## src/rtl/divset_slewer.sv

```systemverilog
module divset_slewer #(
  parameter int NW = 7,
  parameter int MW = 6,
  parameter int DWELL_LONG = 2048,
  parameter int DWELL_SHORT = 1024,
  parameter logic [NW-1:0] N0_RST = NW'(43),
  parameter logic [NW-1:0] N1_RST = NW'(86),
  parameter logic [MW-1:0] M0_RST = MW'(49),
  parameter logic [MW-1:0] M1_RST = MW'(49)
) (
  input  logic          clk,
  input  logic          rst_n,
  input  logic          wr_en,
  input  logic [2:0]    wr_idx,
  input  logic [7:0]    wr_data,
  input  logic          sel_pin,
  input  logic          step_tick,
  output logic [MW-1:0] m_eff,
  output logic [NW-1:0] n_eff,
  output logic          locked,
  output logic          sel_eff,
  output logic          out_div3
);
  localparam int CW = $clog2(DWELL_LONG + 1);

  logic [NW-1:0] n_hold0, n_hold1, n_cfg0, n_cfg1, n_tgt, n_cur;
  logic [MW-1:0] m_cfg0, m_cfg1;
  logic          hw_mode, sw_sel, long_dwell, div3_q;
  logic [CW-1:0] cnt, dwell_last;

  assign sel_eff    = hw_mode ? sel_pin : sw_sel;
  assign n_tgt      = sel_eff ? n_cfg1 : n_cfg0;
  assign m_eff      = sel_eff ? m_cfg1 : m_cfg0;
  assign n_eff      = n_cur;
  assign locked     = (n_cur == n_tgt);
  assign out_div3   = div3_q;
  assign dwell_last = long_dwell ? CW'(DWELL_LONG - 1) : CW'(DWELL_SHORT - 1);

  always_ff @(posedge clk) begin
    if (!rst_n) begin
      n_hold0    <= N0_RST;
      n_hold1    <= N1_RST;
      n_cfg0     <= N0_RST;
      n_cfg1     <= N1_RST;
      m_cfg0     <= M0_RST;
      m_cfg1     <= M1_RST;
      hw_mode    <= 1'b1;
      sw_sel     <= 1'b1;
      long_dwell <= 1'b1;
      div3_q     <= 1'b1;
    end else if (wr_en) begin
      case (wr_idx)
        3'd1: n_hold0 <= wr_data[NW-1:0];
        3'd2: begin
          m_cfg0 <= wr_data[MW-1:0];
          n_cfg0 <= n_hold0;
        end
        3'd3: n_hold1 <= wr_data[NW-1:0];
        3'd4: begin
          m_cfg1 <= wr_data[MW-1:0];
          n_cfg1 <= n_hold1;
          div3_q <= wr_data[6];
        end
        3'd6: begin
          hw_mode <= wr_data[7];
          sw_sel  <= wr_data[6];
        end
        3'd7: long_dwell <= wr_data[7];
        default: ;
      endcase
    end
  end

  always_ff @(posedge clk) begin
    if (!rst_n) begin
      n_cur <= sel_pin ? N1_RST : N0_RST;
      cnt   <= '0;
    end else if (locked) begin
      cnt <= '0;
    end else if (step_tick) begin
      if (cnt >= dwell_last) begin
        cnt   <= '0;
        n_cur <= (n_cur < n_tgt) ? n_cur + NW'(1) : n_cur - NW'(1);
      end else begin
        cnt <= cnt + CW'(1);
      end
    end
  end
endmodule


```

## config.mk

```make
export PLATFORM = sky130hd
export DESIGN_NAME = divset_slewer
export DESIGN_NICKNAME = d
export VERILOG_FILES = /design/src/rtl/divset_slewer.sv
export SDC_FILE = /design/constraint.sdc
export NUM_CORES = 1
export LEC_CHECK = 0
export BUFFER_PORTS_ARGS = -buffer_cell sky130_fd_sc_hd__buf_2
export CORE_ASPECT_RATIO = 2
export CORE_MARGIN = 5
export CORE_UTILIZATION = 35
export CTS_CLUSTER_DIAMETER = 100
export DETAILED_ROUTE_END_ITERATION = 10
export GPL_TIMING_DRIVEN = 0
export PLACE_DENSITY_LB_ADDON = 0.15
export REMOVE_ABC_BUFFERS = 1
export SYNTH_ARGS = -nofsm -noshare
export SYNTH_HDL_FRONTEND = slang
export SYNTH_SLANG_ARGS = --single-unit
```

## constraint.sdc

```tcl
create_clock -name clk -period 6.55 [get_ports clk]
set_clock_uncertainty 0.1 [all_clocks]
set_input_delay 0 -clock clk [delete_from_list [all_inputs] [get_ports clk]]
set_output_delay 0 -clock clk [all_outputs]
set_load 0.02 [all_outputs]
```

== Word-level counts from Yosys, hierarchy flattened ==
Index checks and enable logic that the tools add are counted.

* $add $sub $neg: 3
* Multiply operators: 0
* Div/mod/pow operators: 0
* Magnitude comparators: 2
* Eq/ne operators: 10
* Shift operators: 0
* Mux-type cells: 11
* Bitwise logic cells: 1
* Reduce and logical (&&, ||, !) cells: 8

{| class="wikitable"
|+ Operator list
! operator !! count
|-
| $mux 7 || 7
|-
| $add 12x1->12 const B || 1
|-
| $ge 12x11->1 || 1
|-
| $mux 12 || 1
|-
| $reduce_and 2->1 || 6
|-
| $mux 11 || 1
|-
| $eq 3x3->1 const B || 3
|-
| $add 7x1->7 const B || 1
|-
| $eq 7x7->1 || 1
|-
| $lt 7x7->1 || 1
|-
| $sub 7x1->7 const B || 1
|-
| $eq 3x2->1 const B || 2
|-
| $mux 6 || 1
|-
| $ne 2x1->1 const B || 2
|-
| $eq 3x1->1 const B || 1
|-
| $reduce_and 3->1 || 1
|-
| $ne 2x2->1 const B || 1
|-
| $reduce_or 2->1 || 1
|-
| $mux 1 || 1
|-
| $not 1->1 || 1
|}

* Bits in registers: 63
* Bits in latches: 0
* Memory bits (writable): 0
* ROM bits: 0
* Input port bits: 16
* Output and inout bits: 16
* Word-level logic and storage cells: 47
* Memories kept: 0

== Depth between registers and ports, before layout ==
Gate-level depths: netlist (run 1).

* Word-level depth: 8
* Depth in mapped cells: 13
* Depth with buffers taken out: 12

== Worst setup path before layout (run 1) ==
No wires, ideal clock.

* Path kind: register to register
* Start point: register hw_mode
* End point: register n_cur[6] (netlist: n_eff[6]), data pin
* Setup time: 0.145 ns
* Arrival time: 3.270 ns
* Required time: 6.305 ns
* Slack: 3.035 ns
* Cell stages (with the launch flop): 14
* Path buffers: 1
* Clock period less this slack: 3.515 ns
* Path through: dfxtp_1 > mux2i_1 > buf_2 > mux2i_1 > ha_1 > a211oi_2 > nor2_1 > or3_4 > fa_1 > a21o_1 > nand4_1 > nor3b_1 > xor3_1 > o21ai_1

* Longest elaborated chain between the ends: 8

{| class="wikitable"
|+ RTL lines
! what !! RTL line !! RTL
|-
| start, declared || 28 || <nowiki>logic hw_mode, sw_sel, long_dwell, div3_q;</nowiki>
|-
| start signal, assigned || 65 || <nowiki>hw_mode <= wr_data[7];</nowiki>
|-
| $mux 1 || 31 || <nowiki>assign sel_eff = hw_mode ? sel_pin : sw_sel;</nowiki>
|-
| $mux 7 || 32 || <nowiki>assign n_tgt = sel_eff ? n_cfg1 : n_cfg0;</nowiki>
|-
| $lt 7x7->1 || 83 || <nowiki>n_cur <= (n_cur < n_tgt) ? n_cur + NW'(1) : n_cur - NW'(1);</nowiki>
|-
| $mux 7 || 83 ||
|-
| $mux 7 || 81 || <nowiki>if (cnt >= dwell_last) begin</nowiki>
|-
| $mux 7 || 80 || <nowiki>end else if (step_tick) begin</nowiki>
|-
| $mux 7 || 78 || <nowiki>end else if (locked) begin</nowiki>
|-
| $mux 7 || 75 || <nowiki>if (!rst_n) begin</nowiki>
|-
| end signal, assigned || 76 || <nowiki>n_cur <= sel_pin ? N1_RST : N0_RST;</nowiki>
|-
| end signal, assigned || 83 ||
|-
| end, declared || 26 || <nowiki>logic [NW-1:0] n_hold0, n_hold1, n_cfg0, n_cfg1, n_tgt, n_cur;</nowiki>
|}

No other way between the ends. The select of a mux whose other input is x is not followed.
A chain may end at the register's enable or synchronous reset.

== Final worst setup path (run 1) ==
Same ends and word-level chain as after synthesis.

==> impl_metrics.tcl, run 1 <==
set metrics [dict create \
    mostFrequentLayoutCells "nand2_1 (87), dfxtp_1 (56), buf_2 (31)" \
    antenna_found_initial 0 \
    cts_root_buf "clkbuf_16" \
    insertion_delay_ns 0.32 \
    yosysSeqAreaShare_pct 45.07 \
    worstSetupEndpoint "n_eff[6]" \
    drive_above_1_share_pct 15.03 \
    grt_pass1_vias 2411 \
    clock_path_buffers 2 \
    firstDrtPassIters 4 \
    setup_tns_ns 0 \
    layout_commonest_cell "nand2_1" \
    rr_worst_depth 13 \
    gp_congestion 0.8076 \
    wl_mm 7.029 \
    drtAntennaViolNets 0 \
    grt_max_degree 38 \
    numCtsBuffers 9 \
    finalHoldViolCount 0 \
    clkPwrFrac_pct 35.2 \
    remaining_drc_errors 0 \
    crit_slowest_cell "mux2i_2" \
    hpwl_mm 5.021 \
    r2r_setup_slack_ns 2.80 \
    cp_max_fo 10 \
    diodes 0 \
    syn_avg_cell_area_um2 8.714 \
    rsz0062_at_grt "no" \
    maxCapViolations 0 \
    grt_overflow_total 0 \
    final_util_pct 43.47 \
    synth_seq_cells 63 \
    fp.dieH_um 139.9 \
    nets 412 \
    fillers 837 \
    die-area_um2 10490 \
    die_x_um 74.96 \
    core_area_um2 8292 \
    dominantRegCellSynth "dfxtp_1" \
    critPathLaunch "hw_mode" \
    grt_pass1_wl_mm 11.94 \
    slew_violations 0 \
    clk_pin_slew_ns 0.05 \
    post_drt_wl_per_cell_um 14.52 \
    drt_iter0_markers 116 \
    yosys.area.top_type_share_pct 37.95 \
    place_inst 456 \
    status "complete, no violations" \
    path_cells "mux2i_2, buf_6, mux2i_1, ha_1, nand4_1, a21oi_1, or3_4, fa_1, a21o_1, nand4_1, nor3b_1, xor3_1, o21ai_1" \
    rows 47 \
    seqPwrFrac_pct 35.3 \
    portBuffers 31 \
    switching_share_pct 30.74 \
    slew_headroom_pct 28.23 \
    fmax_mhz 266.6 \
    p_int_uw 891.1 \
    critPathMaxStageDelay_ns 0.44 \
    ctsHtreeMaxLevel 3 \
    yosys.area.top_type "dfxtp_1" \
    post-route-min-period_ns 3.752 \
    power.density_nw_per_um2 356.9 \
    cp-end-kind "flip-flop" \
    setup_viol 0 \
    cts_hold_buf 12 \
    stdcell_count 484 \
    r2r_end "n_eff[6]" \
    crit_cells 13 \
    num_vias 2409 \
    path_class "flip-flop to flip-flop" \
    post_cts_buffers 0 \
    yosysUniqueCellTypes 41 \
    ys_warn_count 0 \
    grt_usage_pct 15.02 \
    peakVddDrop_uv 163.9 \
    crit_top_cell "nand4_1" \
    yosys-top-cells-area "dfxtp_1 (38%), nand2_1 (11%), edfxtp_1 (7.1%)" \
    cts_resized 0 \
    finalCritPeriodShare_pct 57.28 \
    cts_tree "built" \
    holdWs_ns 0.01829 \
    tightest_slew_ns 1.065 \
    pwr-share-comb_pct 29.5 \
    dp_slack_ns 2.724 \
    area_delta_synth_final_pct 22.02 \
    cp.arrival_ns 3.82 \
    hold_path_class "primary input to flip-flop" \
    avgViaCountPerCell 4.977 \
    critPathBufInv 1 \
    synth-edff-count 7 \
    finalWorstSetupSlack_ns 2.798 \
    synth_area_um2 2954 \
    synth_async_sr_flop_share_pct 0 \
    cts_sinks 63 \
    p_sw_uw 395.6 \
    p_leak_uw 0.001569 \
    initial_core_util_pct 35.63 \
    r2r_start "hw_mode" \
    cp_top_family "simple AND/OR/NAND/NOR gates" \
    ios 32 \
    required_ns 6.62 \
    crit_path_start_kind "flip-flop" \
    netlist_instances 339 \
]
registers in the layout, indices dropped and copies added (netlist names):
signal	count
hw_mode	1
n_cfg0	7
m_cfg0	6
n_cfg1	7
long_dwell	1
n_eff	7
cnt	12
n_hold0	7
out_div3	1
sw_sel	1
n_hold1	7
m_cfg1	6
metal layers:
layer | up-vias | part of all wire, % | global-route usage, %
met5 | - | 0 | 0
met4 | 0 | 1.9 | 6.754
met3 | 7 | 2.9 | 3.300
met2 | 38 | 56 | 25.94
met1 | 1120 | 40 | 16.93
li1 | 1244 | - | -
power groups by stage:
stage               clock [uW]  combinational (uW)  sequential, uW
global placement             0                 366             463
detailed placement           0                 376             464
global route               483                 424             458
CTS                        467                 384             456
floorplan                    0                 265             477
finish                     453                 380             454
kinds of logic (layout without fill, tap and decap cells):
| kind of cell | after synthesis | count (layout) | share of synthesized area (%) |
|---|---|---|---|
| adder cells (fa/ha/maj) | 15 | 15 | 6.607 |
| XOR/XNOR | 11 | 11 | 3.769 |
| AO/OA/AOI/OAI | 41 | 41 | 8.344 |
| buffers and inverters | 23 | 70 | 3.092 |
| multiplexers | 25 | 25 | 8.768 |
| flip-flops | 63 | 63 | 45.07 |
| AND/OR/NAND/NOR | 161 | 161 | 24.35 |
worst min-delay path: cells and delay by family:
family,cells,cell delay (ns)
multiplexers,1,0.09
buffers and inverters,1,0.13
AND/OR/NAND/NOR,2,0.19
worst min path at each step:
| stage | start | end | cells after the start |
|---|---|---|---|
| 2_1_floorplan | rst_n | hw_mode | 1 |
| 3_3_place_gp | wr_data[7] | long_dwell | 3 |
| 3_5_place_dp | wr_data[7] | hw_mode | 3 |
| 4_1_cts | wr_en | sw_sel | 4 |
| 5_1_grt | wr_idx[0] | m_cfg0[1] | 4 |
| 6_report | wr_en | sw_sel | 4 |
layout make-up:
class	instances	area (um^2)	area share [%]
Clock buffer	14	275.3	7.636
Sequential cell	63	1331	36.93
Inverter	10	37.54	1.041
Tap cell	98	122.6	3.402
Timing Repair Buffer	44	286.5	7.949
Clock inverter	2	11.26	0.3124
Multi-Input combinational cell	253	1540	42.73
cells in the mapped netlist (2+ instances only):
cell type	n
nand2_1	87
mux2_2	7
clkbuf_1	8
nand3_1	26
ha_1	14
nand4_1	8
a21oi_1	24
inv_1	10
nor2_1	20
buf_2	4
a21o_1	4
edfxtp_1	7
xnor2_1	4
o21ai_0	5
mux2i_1	18
xor2_1	6
nor3_1	3
dfxtp_1	56
nand2b_1	2
nor2b_1	4
and3_1	2
through the flow:
stage | cell area [um^2] | power, uW
2_1_floorplan | 2900 | 741.7
5_1_grt | 3605 | 1366
6_report | 3605 | 1287
3_5_place_dp | 3198 | 839.4
4_1_cts | 3605 | 1306
3_3_place_gp | 3178 | 829.4
No activity file was read; power rests on OpenSTA's default activity.
==> run 2, diff against run 1 <==
==> constraint.sdc (replaced) <==
create_clock -name clk -period 3.8 [get_ports clk]
set_clock_uncertainty 0.1 [all_clocks]
set_input_delay 0 -clock clk [delete_from_list [all_inputs] [get_ports clk]]
set_output_delay 0 -clock clk [all_outputs]
set_load 0.02 [all_outputs]
==> run 2 against run 1 <==
Total power increased by 73%. Global-route usage about the same. Via count increased by 0.37%. First-iteration DRC count decreased by 1.7%. Utilization increased by 0.24 points. Die area unchanged. Final area increased by 0.56%. Sequential share of layout area decreased by 0.20 points. Maximum frequency increased by 5.3%.
==> impl_metrics.tcl, run 2 (synthesis results as in run 1) <==
set metrics [dict create \
    hpwl_mm 5.021 \
    post-route-min-period_ns 3.564 \
    grt_max_degree 38 \
    cp-end-kind "flip-flop" \
    diodes 0 \
    status "complete, no violations" \
    path_class "flip-flop to flip-flop" \
    post_drt_wl_per_cell_um 14.60 \
    cp_max_fo 10 \
    maxCapViolations 0 \
    multi_input_area_um2 1553 \
    top_layer "met4" \
    clk_pin_slew_ns 0.05 \
    largest_register_ffs 12 \
    remaining_drc_errors 0 \
    fillers 837 \
    portBuffers 31 \
    peakVddDrop_uv 282.4 \
    top_register "cnt" \
    fp.dieH_um 139.9 \
    required_ns 3.87 \
    r2r_start "hw_mode" \
    cts_sinks 63 \
    crit_path_start_kind "flip-flop" \
    power.density_nw_per_um2 613.1 \
    rsz0062_at_grt "no" \
    min_from "wr_en" \
    grt_pass1_vias 2409 \
    final_util_pct 43.72 \
    drtAntennaViolNets 0 \
    r2r_end "n_eff[6]" \
    p_sw_uw 684.6 \
    numCtsBuffers 9 \
    mostFrequentLayoutCells "nand2_1 (87), dfxtp_1 (56), buf_2 (31)" \
    stdcell_count 485 \
    fmax_mhz 280.6 \
    seqPwrFrac_pct 35.2 \
    die_x_um 74.96 \
    rows 47 \
    p_leak_uw 0.001576 \
    cts_root_buf "clkbuf_16" \
    min_path_cells 4 \
    insertion_delay_ns 0.32 \
    nets 413 \
    r2r_setup_slack_ns 0.24 \
    ctsHtreeMaxLevel 3 \
    grt_usage_pct 15.04 \
    layout_commonest_cell "nand2_1" \
    drt-met1-wl_mm 2.827 \
    initial_core_util_pct 35.63 \
    gp_congestion 0.8076 \
    cp.arrival_ns 3.63 \
    finalHoldViolCount 0 \
    slew_violations 0 \
    num_vias 2418 \
    grt_overflow_total 0 \
    tightest_slew_ns 1.081 \
    die-area_um2 10490 \
    antenna_found_initial 0 \
    hold_path_class "primary input to flip-flop" \
    holdWs_ns 0.01851 \
    setup_viol 0 \
    route.met2.wl_mm 3.922 \
    cts_tree "built" \
    rr_worst_depth 13 \
    avgViaCountPerCell 4.986 \
    ios 32 \
    area_delta_synth_final_pct 22.70 \
    grt_pass1_wl_mm 11.94 \
    firstDrtPassIters 4 \
    place_inst 456 \
    route.met3.wl_um 196 \
    p_int_uw 1538 \
    switching_share_pct 30.81 \
    setup_tns_ns 0 \
    core_area_um2 8292 \
    wl_mm 7.082 \
    drt_iter0_markers 114 \
    drive_above_1_share_pct 15.50 \
    pwr-share-comb_pct 29.6 \
    clock_path_buffers 2 \
    slew_headroom_pct 27.16 \
    whs_endpoint "sw_sel" \
    finalCritPeriodShare_pct 93.79 \
    clkPwrFrac_pct 35.2 \
    area.sequential_um2 1331 \
]
==> run 2: changes by cell type in the layout (fill, tap and decap cells not counted), sizes merged <==
cell / change
buf: +1
==> run 2: worst max-delay path by stage <==
stage                  from       end  slack [ns]  cells past startpoint
floorplan           hw_mode  n_eff[6]       -0.07                     12
global placement    hw_mode  n_eff[6]        -1.0                     12
detailed placement  hw_mode  n_eff[6]       -0.03                     13
CTS                 hw_mode  n_eff[6]        0.02                     13
global route        hw_mode  n_eff[6]        0.01                     13
finish              hw_mode  n_eff[6]        0.24                     13
==> run 2: layout make-up <==
type	instances	area share (%)
clock buffer	14	7.594
clock inverter	2	0.3107
inverter	10	1.036
multi-input combinational	253	42.84
sequential	63	36.73
tap	98	3.383
timing repair buffer	45	8.112
==> run 2: power by group through the flow <==
stage | Combinational [uW] | Clock, uW | Sequential, uW
2_1_floorplan | 456 | 0 | 822
3_3_place_gp | 631 | 0 | 799
3_5_place_dp | 647 | 0 | 799
4_1_cts | 662 | 804 | 785
5_1_grt | 734 | 833 | 789
6_report | 658 | 782 | 782
==> run 2: layer usage <==
layer | global-route usage, % | up-vias
met5 | 0 | -
met4 | 6.754 | 0
met3 | 3.300 | 9
met2 | 25.94 | 40
met1 | 16.97 | 1121
li1 | - | 1248
==> run 2: timing repair <==
action                                 CTS  global route
hold buffers                            12             0
resized for setup                        1             1
endpoints found under the hold margin   32             0
setup endpoints to repair                1             3
setup buffers                            0             1
==> run 2: stage by stage <==
step / power, uW / cell area, um^2 / setup slack, ns
floorplan: 1278 / 2900 / -0.06569
global placement: 1430 / 3178 / -0.9967
detailed placement: 1447 / 3198 / -0.02554
CTS: 2252 / 3613 / 0.01839
global route: 2356 / 3625 / 0.01317
finish: 2222 / 3625 / 0.2360
==> run 2: critical path, cell delays in order, from the launching register on <==
cell and delay, ns:
dfxtp_1 0.38, mux2i_4 0.26, buf_6 0.20, mux2i_1 0.21
ha_1 0.27, a211oi_2 0.22, nor2_1 0.07, or3_4 0.39
fa_1 0.43, a21o_1 0.20, nand4_1 0.08, nor3b_1 0.22
xor3_1 0.25, o21ai_1 0.11
